### src/rtl/f64rp_pkg.sv
package f64rp_pkg;
  localparam int FRAC_W = 52;
  localparam int EXP_W  = 11;
  localparam int SIG_W  = FRAC_W + 1;
  localparam int BIAS   = (1 << (EXP_W - 1)) - 1;
  localparam int WORD_W = 1 + EXP_W + FRAC_W;

  typedef enum logic [1:0] {
    RM_NEAR = 2'd0,
    RM_ZERO = 2'd1,
    RM_POS  = 2'd2,
    RM_NEG  = 2'd3
  } rmode_t;

  typedef struct packed {
    logic              sign;
    logic [EXP_W-1:0]  expo;
    logic [FRAC_W-1:0] frac;
  } f64_t;
endpackage

### src/rtl/f64rp_align.sv
// Moves a tiny result into subnormal position; shifted-out bits fold into sticky.
module f64rp_align #(
  parameter int SIG_W = 53,
  parameter int EW    = 14
) (
  input  logic signed [EW-1:0] bexp,
  input  logic [SIG_W-1:0]     sig,
  input  logic [2:0]           grs,
  output logic [SIG_W-1:0]     kept,
  output logic                 guard,
  output logic                 sticky,
  output logic                 tiny
);
  localparam int VW  = SIG_W + 3;
  localparam int SHW = $clog2(VW + 1) + 1;
  localparam logic signed [EW-1:0] VW_S = EW'(VW);
  localparam logic signed [EW-1:0] ONE_S = EW'(1);

  logic signed [EW-1:0] need;
  logic [SHW-1:0]       sh;
  logic [VW-1:0]        vec, shifted, lost_mask;
  logic                 lost;

  always_comb begin
    tiny = (bexp < ONE_S);
    need = ONE_S - bexp;
    if (!tiny)           sh = '0;
    else if (need > VW_S) sh = SHW'(VW);
    else                 sh = need[SHW-1:0];
    vec       = {sig, grs};
    shifted   = vec >> sh;
    lost_mask = ~({VW{1'b1}} << sh);
    lost      = |(vec & lost_mask);
    kept      = shifted[VW-1:3];
    guard     = shifted[2];
    sticky    = shifted[1] | shifted[0] | lost;
  end
endmodule

### src/rtl/f64rp_incr.sv
// Decides the rounding increment and applies it to the kept significand.
module f64rp_incr #(
  parameter int SIG_W = 53
) (
  input  logic [SIG_W-1:0]     kept,
  input  logic                 guard,
  input  logic                 sticky,
  input  logic                 sign,
  input  f64rp_pkg::rmode_t    mode,
  output logic [SIG_W:0]       sum,
  output logic                 inexact
);
  import f64rp_pkg::*;
  logic inc;

  always_comb begin
    inexact = guard | sticky;
    unique case (mode)
      RM_NEAR: inc = guard & (sticky | kept[0]);
      RM_ZERO: inc = 1'b0;
      RM_POS:  inc = inexact & ~sign;
      RM_NEG:  inc = inexact & sign;
      default: inc = 1'b0;
    endcase
    sum = {1'b0, kept} + (SIG_W + 1)'(inc);
  end
endmodule

### src/rtl/f64rp_pack.sv
// Forms the exponent field, resolves overflow by mode and builds the flags.
module f64rp_pack #(
  parameter int EW = 14
) (
  input  logic                          sign,
  input  logic                          tiny,
  input  logic                          is_zero,
  input  logic signed [EW-1:0]          bexp,
  input  logic [f64rp_pkg::SIG_W:0]     sum,
  input  f64rp_pkg::rmode_t             mode,
  input  logic                          rnd_inexact,
  output f64rp_pkg::f64_t               word,
  output logic                          ovf,
  output logic                          inx,
  output logic                          unf
);
  import f64rp_pkg::*;
  localparam logic signed [EW-1:0] EINF = EW'((1 << EXP_W) - 1);

  logic signed [EW-1:0] efield;
  logic                 to_inf;

  always_comb begin
    if (tiny) efield = EW'(sum[SIG_W-1]);
    else      efield = bexp + EW'(sum[SIG_W]);
    ovf    = !is_zero && (efield >= EINF);
    to_inf = (mode == RM_NEAR) || (mode == RM_POS && !sign) || (mode == RM_NEG && sign);
    inx    = !is_zero && (rnd_inexact || ovf);
    unf    = !is_zero && tiny && rnd_inexact;
    word.sign = sign;
    if (is_zero) begin
      word.expo = '0;
      word.frac = '0;
    end else if (ovf) begin
      word.expo = to_inf ? {EXP_W{1'b1}} : {{(EXP_W-1){1'b1}}, 1'b0};
      word.frac = to_inf ? '0 : {FRAC_W{1'b1}};
    end else begin
      word.expo = efield[EXP_W-1:0];
      word.frac = sum[FRAC_W-1:0];
    end
  end
endmodule

### src/rtl/f64_round_pack.sv
module f64_round_pack #(
  parameter int IN_EXP_W = 13
) (
  input  logic                        clk,
  input  logic                        rst_n,
  input  logic                        in_valid,
  output logic                        in_ready,
  input  logic                        in_sign,
  input  logic signed [IN_EXP_W-1:0]  in_exp,
  input  logic [52:0]                 in_sig,
  input  logic [2:0]                  in_grs,
  input  logic [1:0]                  in_mode,
  output logic                        out_valid,
  input  logic                        out_ready,
  output logic [63:0]                 out_word,
  output logic                        out_inexact,
  output logic                        out_overflow,
  output logic                        out_underflow
);
  import f64rp_pkg::*;
  localparam int EW = IN_EXP_W + 1;

  logic signed [EW-1:0] bexp;
  logic [SIG_W-1:0]     kept;
  logic                 guard, sticky, tiny, rnd_inexact;
  logic [SIG_W:0]       sum;
  f64_t                 word_c;
  logic                 ovf_c, inx_c, unf_c;
  rmode_t               mode;

  assign bexp     = EW'(in_exp) + EW'(BIAS);
  assign mode     = rmode_t'(in_mode);
  assign in_ready = !out_valid || out_ready;

  f64rp_align #(.SIG_W(SIG_W), .EW(EW)) u_align (
    .bexp(bexp), .sig(in_sig), .grs(in_grs),
    .kept(kept), .guard(guard), .sticky(sticky), .tiny(tiny)
  );

  f64rp_incr #(.SIG_W(SIG_W)) u_incr (
    .kept(kept), .guard(guard), .sticky(sticky), .sign(in_sign),
    .mode(mode), .sum(sum), .inexact(rnd_inexact)
  );

  f64rp_pack #(.EW(EW)) u_pack (
    .sign(in_sign), .tiny(tiny), .is_zero(!in_sig[SIG_W-1]), .bexp(bexp),
    .sum(sum), .mode(mode), .rnd_inexact(rnd_inexact),
    .word(word_c), .ovf(ovf_c), .inx(inx_c), .unf(unf_c)
  );

  always_ff @(posedge clk or negedge rst_n) begin
    if (!rst_n) begin
      out_valid     <= 1'b0;
      out_word      <= '0;
      out_inexact   <= 1'b0;
      out_overflow  <= 1'b0;
      out_underflow <= 1'b0;
    end else if (in_ready) begin
      out_valid <= in_valid;
      if (in_valid) begin
        out_word      <= word_c;
        out_inexact   <= inx_c;
        out_overflow  <= ovf_c;
        out_underflow <= unf_c;
      end
    end
  end
endmodule

### config.mk
export PLATFORM = sky130hd
export DESIGN_NAME = f64_round_pack
export DESIGN_NICKNAME = d
export VERILOG_FILES = /design/src/rtl/f64rp_pkg.sv /design/src/rtl/f64rp_align.sv /design/src/rtl/f64rp_incr.sv /design/src/rtl/f64rp_pack.sv /design/src/rtl/f64_round_pack.sv
export SDC_FILE = /design/constraint.sdc
export NUM_CORES = 1
export LEC_CHECK = 0
export ABC_AREA = 1
export CAP_MARGIN = 30
export CELL_PAD_IN_SITES_DETAIL_PLACEMENT = 0
export CELL_PAD_IN_SITES_GLOBAL_PLACEMENT = 1
export CORE_AREA = 2 2 166 168
export CTS_CLUSTER_DIAMETER = 120
export DETAILED_ROUTE_END_ITERATION = 12
export DIE_AREA = 0 0 168 170
export GPL_TIMING_DRIVEN = 0
export HOLD_SLACK_MARGIN = 0.06
export PLACE_DENSITY = 0.84
export SYNTH_ARGS = -nofsm -noshare
export SYNTH_HDL_FRONTEND = slang
export SYNTH_SLANG_ARGS = --single-unit
export TNS_END_PERCENT = 5
### constraint.sdc
create_clock -name clk -period 2.7 [get_ports clk]
set_input_delay 0.54 -clock clk [delete_from_list [all_inputs] [get_ports clk]]
set_output_delay 0.54 -clock clk [all_outputs]
set_load 0.005 [all_outputs]
==> metrics.txt, run 1 <==
syn_area_per_cell 5.505 sq um; Buffers on Ports 143; vias in the first global route 14640; Final Cycle Share 285.1%; routed wire length 57790 um; failing checks negative setup slack; switch share 46.04%; Starting Density 39.56%; fmax 129.9 MHz; EDFF count, synth 0; CP peak stage delay 0.46 ns; vias post-DR 14860; Seq pwr share 19.9%; final non-filler cell total 2526; Max-cap violations 0; Worst Path Arrival 7.91 ns; Vias per Instance 5.882; Final nets 2265; GRT Util Overall 39.90%; Fin Hold WS 0.3111 ns; worst-path maximum fanout 10; Antenna diodes 0; clock tree buffer depth 2; CTS tree built; crit start category primary input; total clock sinks 68; First-pass DRT Iterations 8; HPWL Detailed 44880 um; Inst Count DP 2399; CP Capture Type flop; leading area contributor after synthesis nand2_1; most common library cell in the layout ignoring fill and taps nand2_1; Area Growth Syn to Fin 41.05%; gr ovfl total 0; Setup Skew 0.01070 ns; status finished with violations; first-pass GRT wire length 86180 um; Rows 60; Die Y 170 um; residual DRC count 0; Synth Warn # 0; clock insertion delay at the later pin of the skew report 0.34 ns; Die Width 168 um; Yosys cell types 58; initial antenna violation count 0; clock power share 20.5%; minimum clock period 7.699 ns; total power 6.395 mW; Top FF cell, synth dfrtp_1; Synth async-reset ratio 100.0%; synthesized area 10540 sq um; H-tree Lvls 3; largest net degree at the start of global routing 69; Worst-Margin Slew 0.8971 ns; critical path class in -> reg; sequential area share after synthesis 16.14%; Static Leak 7.124 nW; Slew headroom 39.73%; Reg clk slew, reported paths 0.06 ns; RSZ-0062 raised after global routing true; Seq cells post-synth 68; drt wl/cell 22.88 um; Slew Limit Fails 0; most numerous cell on the critical path buf_4; worst setup margin -4.999 ns; Comb power frac 59.6%; die area 28560 sq um; final hold vios 0; largest vdd supply drop 0.3405 mV; Root Driver clkbuf_16; endpoints failing setup 66; ranking of synthesized cells by area nand2_1, nand3_1, dfrtp_1; hold_buf cts 0; Top Ports 145; Pint 3.450 mW; Power Dens Cells 430.0 nW/um^2; worst hold path class in -> async; core box area 26650 sq um; gpl congestion 1.037; Mapped Nets 2000; final core utilization 55.80%; CTS Buf Count 9; share of cells above drive strength 1 19.95%; Yosys top cell area share 23.25%; Req. time, crit path 2.91 ns; Routed Antenna Nets 0; Switching Power 2.944 mW; Post-Synthesis Cells 1915; Fin Setup TNS -322.69 ns; Critical Path Slowest Stage Cell a311oi_4; DRT iter0 DRCs 1661; commonest cells after routing, fill and taps aside nand2_1, nand3_1, nor2_1
worst max-delay path: cells and delay by family:
family	cells	cell delay, ns
xor+xnor	1	0.13
simple gates	33	3.45
compound gates	3	0.75
buf+inv	21	2.42
fa+ha+maj	3	0.54
routing by layer:
metal  part of all wire (%)  wire length (um)  global-route usage (%)
met3                    7.7              4460                   5.047
met5                      0                 0                       0
met2                     46             26500                   67.80
met1                     37             21290                   45.37
met4                    9.6              5539                   32.02
metrics by stage:
step | setup slack (ns) | area, sq um
global route | -5.357 | 14870
floorplan | -4.189 | 10730
finish | -4.999 | 14870
global placement | -7.257 | 12590
CTS | -4.732 | 14640
detailed placement | -7.301 | 12590
timing repair:
| action | in CTS | in global routing |
|---|---|---|
| endpoints found under the setup margin | 66 | 66 |
| setup buffers | 95 | 6 |
| hold endpoints to repair | 0 | 0 |
| gates cloned | 10 | 1 |
| resized for setup | 267 | 47 |
| pin swaps | 110 | 22 |
synth_stat cells, types with 9 or more instances:
master    number
a21oi_1       25
buf_1         12
buf_2         40
buf_4          9
buf_6         21
clkbuf_1      19
dfrtp_1       68
ha_1           9
inv_1        132
inv_2         15
nand2_1      653
nand2_2       18
nand3_1      444
nand4_1       25
nor2_1       160
nor2_2        18
nor3_1        37
nor4_1         9
o21ai_0       43
o21ai_1       27
xnor2_1       16
xor2_1        39
final timing paths:
kind	startpoint	end	slack, ns	depth (start not counted)
setup / recovery	in_exp[0]	out_word[32]$_DFFE_PN0P_	-5.00	61
hold / removal	rst_n	out_word[60]$_DFFE_PN0P_	0.31	1
setup reg to reg	out_valid$_DFFE_PN0N_	out_word[47]$_DFFE_PN0P_	0.23	7
hold reg to reg	out_word[19]$_DFFE_PN0P_	out_word[19]$_DFFE_PN0P_	0.47	2
max in group asynchronous	rst_n	out_word[9]$_DFFE_PN0P_	1.81	1
min in group clk	out_word[19]$_DFFE_PN0P_	out_word[19]$_DFFE_PN0P_	0.47	2
cell families (layout without fill, tap and decap cells):
| family | count (synthesis) | after routing | share of synthesized area, % |
|---|---|---|---|
| multiplexers | 1 | 1 | 0.1068 |
| flip-flops | 68 | 68 | 16.14 |
| XOR/XNOR | 56 | 56 | 4.830 |
| buffers and inverters | 254 | 523 | 11.44 |
| AND/OR/NAND/NOR | 1393 | 1394 | 58.82 |
| adder cells (fa/ha/maj) | 9 | 9 | 1.068 |
| AO/OA/AOI/OAI | 134 | 134 | 7.596 |
cell type report:
cell class / count / area (sq um)
plain buffers: 101 / 939.7
clock buffers: 10 / 239.0
clock inverters: 6 / 87.58
fillers: 2661 / 11780
inverters: 152 / 613.1
multi-input cells: 1594 / 8409
flip-flops and latches: 68 / 1702
well taps: 341 / 426.7
repair buffers: 254 / 2454
power by group through the flow:
stage / Clock, mW / Sequential [mW] / Combinational (mW)
after detailed placement: 0 / 1.29 / 3.20
after floorplan: 0 / 1.30 / 1.88
after global routing: 1.35 / 1.30 / 4.06
after CTS: 1.32 / 1.27 / 3.62
after global placement: 0 / 1.28 / 3.20
final: 1.31 / 1.27 / 3.81
flip-flops by register name, indices dropped and copies added (netlist names):
register	flops
out_word	64
out_inexact	1
out_overflow	1
out_underflow	1
out_valid	1
No activity file was read; power rests on OpenSTA's default activity.
==> inputs of run 2 (changes only) <==
--- a/config.mk
+++ b/config.mk
@@ -9,13 +9,13 @@
 export CAP_MARGIN = 30
 export CELL_PAD_IN_SITES_DETAIL_PLACEMENT = 0
 export CELL_PAD_IN_SITES_GLOBAL_PLACEMENT = 1
-export CORE_AREA = 2 2 166 168
+export CORE_AREA = 2 2 168 170
 export CTS_CLUSTER_DIAMETER = 120
 export DETAILED_ROUTE_END_ITERATION = 12
-export DIE_AREA = 0 0 168 170
+export DIE_AREA = 0 0 170 172
 export GPL_TIMING_DRIVEN = 0
 export HOLD_SLACK_MARGIN = 0.06
-export PLACE_DENSITY = 0.84
+export PLACE_DENSITY = 0.82
 export SYNTH_ARGS = -nofsm -noshare
 export SYNTH_HDL_FRONTEND = slang
 export SYNTH_SLANG_ARGS = --single-unit
==> constraint.sdc (replaced) <==
create_clock -name clk -period 7.4 [get_ports clk]
set_input_delay 1.48 -clock clk [delete_from_list [all_inputs] [get_ports clk]]
set_output_delay 1.48 -clock clk [all_outputs]
set_load 0.005 [all_outputs]
==> run 2 against run 1 <==
The run still ends with negative setup slack left. Final cell count is 0.91% higher. Flip-flop and latch count stayed put. Via count is 0.25% higher. Register-to-register slack better by 4.8 ns. Clock-buffer cell count is 1 higher. Core utilization is 0.59 points lower. Clock skew is 0.0049 ns lower. Largest cell class unchanged. Highest routed layer unchanged.
==> metrics.txt, run 2 (same netlist as run 1, synthesis figures left out) <==
Final nets 2284 (was 2265); CTS tree built (unchanged); Rows 61 (was 60); share of cells above drive strength 1 21.52% (was 19.95%); initial antenna violation count 0 (unchanged); gr ovfl total 0 (unchanged); Static Leak 7.266 nW (was 7.124 nW); CTS Buf Count 9 (unchanged); Multi-input gate area 8518 sq um (was 8409 sq um); first-pass GRT wire length 84290 um (was 86180 um); routed wire length 57450 um (was 57790 um); vias in the first global route 14180 (was 14640); Top Ports 145 (unchanged); vias post-DR 14900 (was 14860); crit start category primary input (unchanged); drt wl/cell 22.54 um (was 22.88 um); Buffers on Ports 143 (unchanged); Req. time, crit path 7.63 ns (was 2.91 ns); largest vdd supply drop 0.1015 mV (was 0.3405 mV); Root Driver clkbuf_16 (unchanged); Final Cycle Share 114.7%; critical path class in -> reg (unchanged); worst-path maximum fanout 10 (unchanged); FILL cells 2855 (was 2661); Worst Path Buf+Inv 19 (was 21); fmax 117.9 MHz; die area 29240 sq um (was 28560 sq um); Fin Hold WS 0.4695 ns (was 0.3111 ns); CP peak stage delay 0.39 ns (was 0.46 ns); Max-cap violations 0 (unchanged); most common library cell in the layout ignoring fill and taps nand2_1 (unchanged); most numerous cell on the critical path buf_4 (unchanged); Power Dens Cells 150.3 nW/um^2 (was 430.0 nW/um^2); r2r setup slk 4.98 ns (was 0.23 ns); failing checks negative setup slack (unchanged); Die Y 172 um (was 170 um); clock tree buffer depth 2 (unchanged); commonest cells after routing, fill and taps aside nand2_1, nand3_1, nor2_1 (unchanged); largest reg by FF count out_word (unchanged); Vias per Instance 5.844 (was 5.882); First-pass DRT Iterations 6 (was 8); largest net degree at the start of global routing 69 (unchanged); Worst-Margin Slew 0.8649 ns (was 0.8971 ns); Die Width 170 um (was 168 um); Antenna diodes 0 (unchanged); status finished with violations (unchanged); Slew headroom 42.34% (was 39.73%); Worst Path Arrival 8.71 ns (was 7.91 ns); worst hold path class reg -> reg (was in -> async); register area 1702 sq um (unchanged); CP top delay family simple AND/OR/NAND/NOR gates (unchanged); core box area 27480 sq um (was 26650 sq um); Critical Path Slowest Stage Cell o32ai_4 (was a311oi_4); Inst Count DP 2404 (was 2399); final hold vios 0 (unchanged); endpoints failing setup 65 (was 66); Slew Limit Fails 0 (unchanged); worst setup margin -1.084 ns (was -4.999 ns); minimum clock period 8.484 ns; Reg clk slew, reported paths 0.06 ns (about the same); total power 2.279 mW (was 6.395 mW); DRT iter0 DRCs 1536 (was 1661); RSZ-0062 raised after global routing true (unchanged); final non-filler cell total 2549 (was 2526); CP Capture Type flop (unchanged); HPWL Detailed 45730 um (was 44880 um); H-tree Lvls 3 (unchanged); Setup Skew 0.005775 ns (was 0.01070 ns); residual DRC count 0 (unchanged); total clock sinks 68 (unchanged); Starting Density 38.37% (was 39.56%); Area Growth Syn to Fin 43.89% (was 41.05%); GRT Util Overall 38.59% (was 39.90%); Routed Antenna Nets 0 (unchanged); max FFs per register 64 (unchanged); clock insertion delay at the later pin of the skew report 0.34 ns (about the same); gpl congestion 1.051 (was 1.037)
## run 2: area by class of cell
cell class | instances | share of cell area [%]
clock inverters | 4 | 0.1650
flip-flops and latches | 68 | 11.22
well taps | 346 | 2.854
repair buffers | 276 | 17.49
multi-input cells | 1593 | 56.15
inverters | 152 | 4.066
plain buffers | 99 | 6.384
clock buffers | 11 | 1.666
## run 2: where the power goes
group | total [mW] | leakage [nW] | internal, mW | switching [mW]
Combinational | 1.41 | 6.25 | 0.543 | 0.870
Clock | 0.403 | 0.133 | 0.242 | 0.161
Sequential | 0.464 | 0.886 | 0.431 | 0.0328
## run 2: per-layer routing
| layer | GRT usage [%] | share of wire (%) |
|---|---|---|
| met5 | 0 | 0 |
| met1 | 44.26 | 38 |
| met4 | 29.65 | 8.9 |
| met2 | 65.64 | 46 |
| met3 | 5.013 | 7.7 |
## run 2: path summary, 6_finish.rpt
check	from	end	cells past startpoint
max	in_exp[2]	out_word[34]$_DFFE_PN0P_	51
min	out_word[13]$_DFFE_PN0P_	out_word[13]$_DFFE_PN0P_	2
max reg2reg	out_valid$_DFFE_PN0N_	out_word[29]$_DFFE_PN0P_	7
min reg2reg	out_word[13]$_DFFE_PN0P_	out_word[13]$_DFFE_PN0P_	2
max in group asynchronous	rst_n	out_word[9]$_DFFE_PN0P_	1
min in group asynchronous	rst_n	out_word[63]$_DFFE_PN0P_	1
## run 2: tightest hold or removal path, stage by stage (launching register included)
cell     delay [ns]
dfrtp_1        0.34
nand2_1        0.05
nand2_1        0.04
## run 2: stage by stage
step / utilization [%] / setup TNS (ns) / setup WS (ns) / area, sq um
after floorplan: - / -25.88 / -0.4290 / 10730
after global placement: 45.84 / -236.31 / -3.712 / 12590
after detailed placement: 45.83 / -241.61 / -3.792 / 12590
after CTS: 52.31 / -59.74 / -0.9585 / 14370
after global routing: 55.21 / -90.60 / -1.465 / 15170
final: 55.21 / -66.09 / -1.084 / 15170
## run 2: repair_timing
item / 4_1_cts / 5_1_grt
endpoints found under the setup margin: 65 / 65
hold endpoints to repair: 0 / 0
buffers inserted: 85 / 40
pin swaps: 90 / 69
resized for setup: 228 / 113
hold buffers: 0 / 0
cloned: 5 / 4
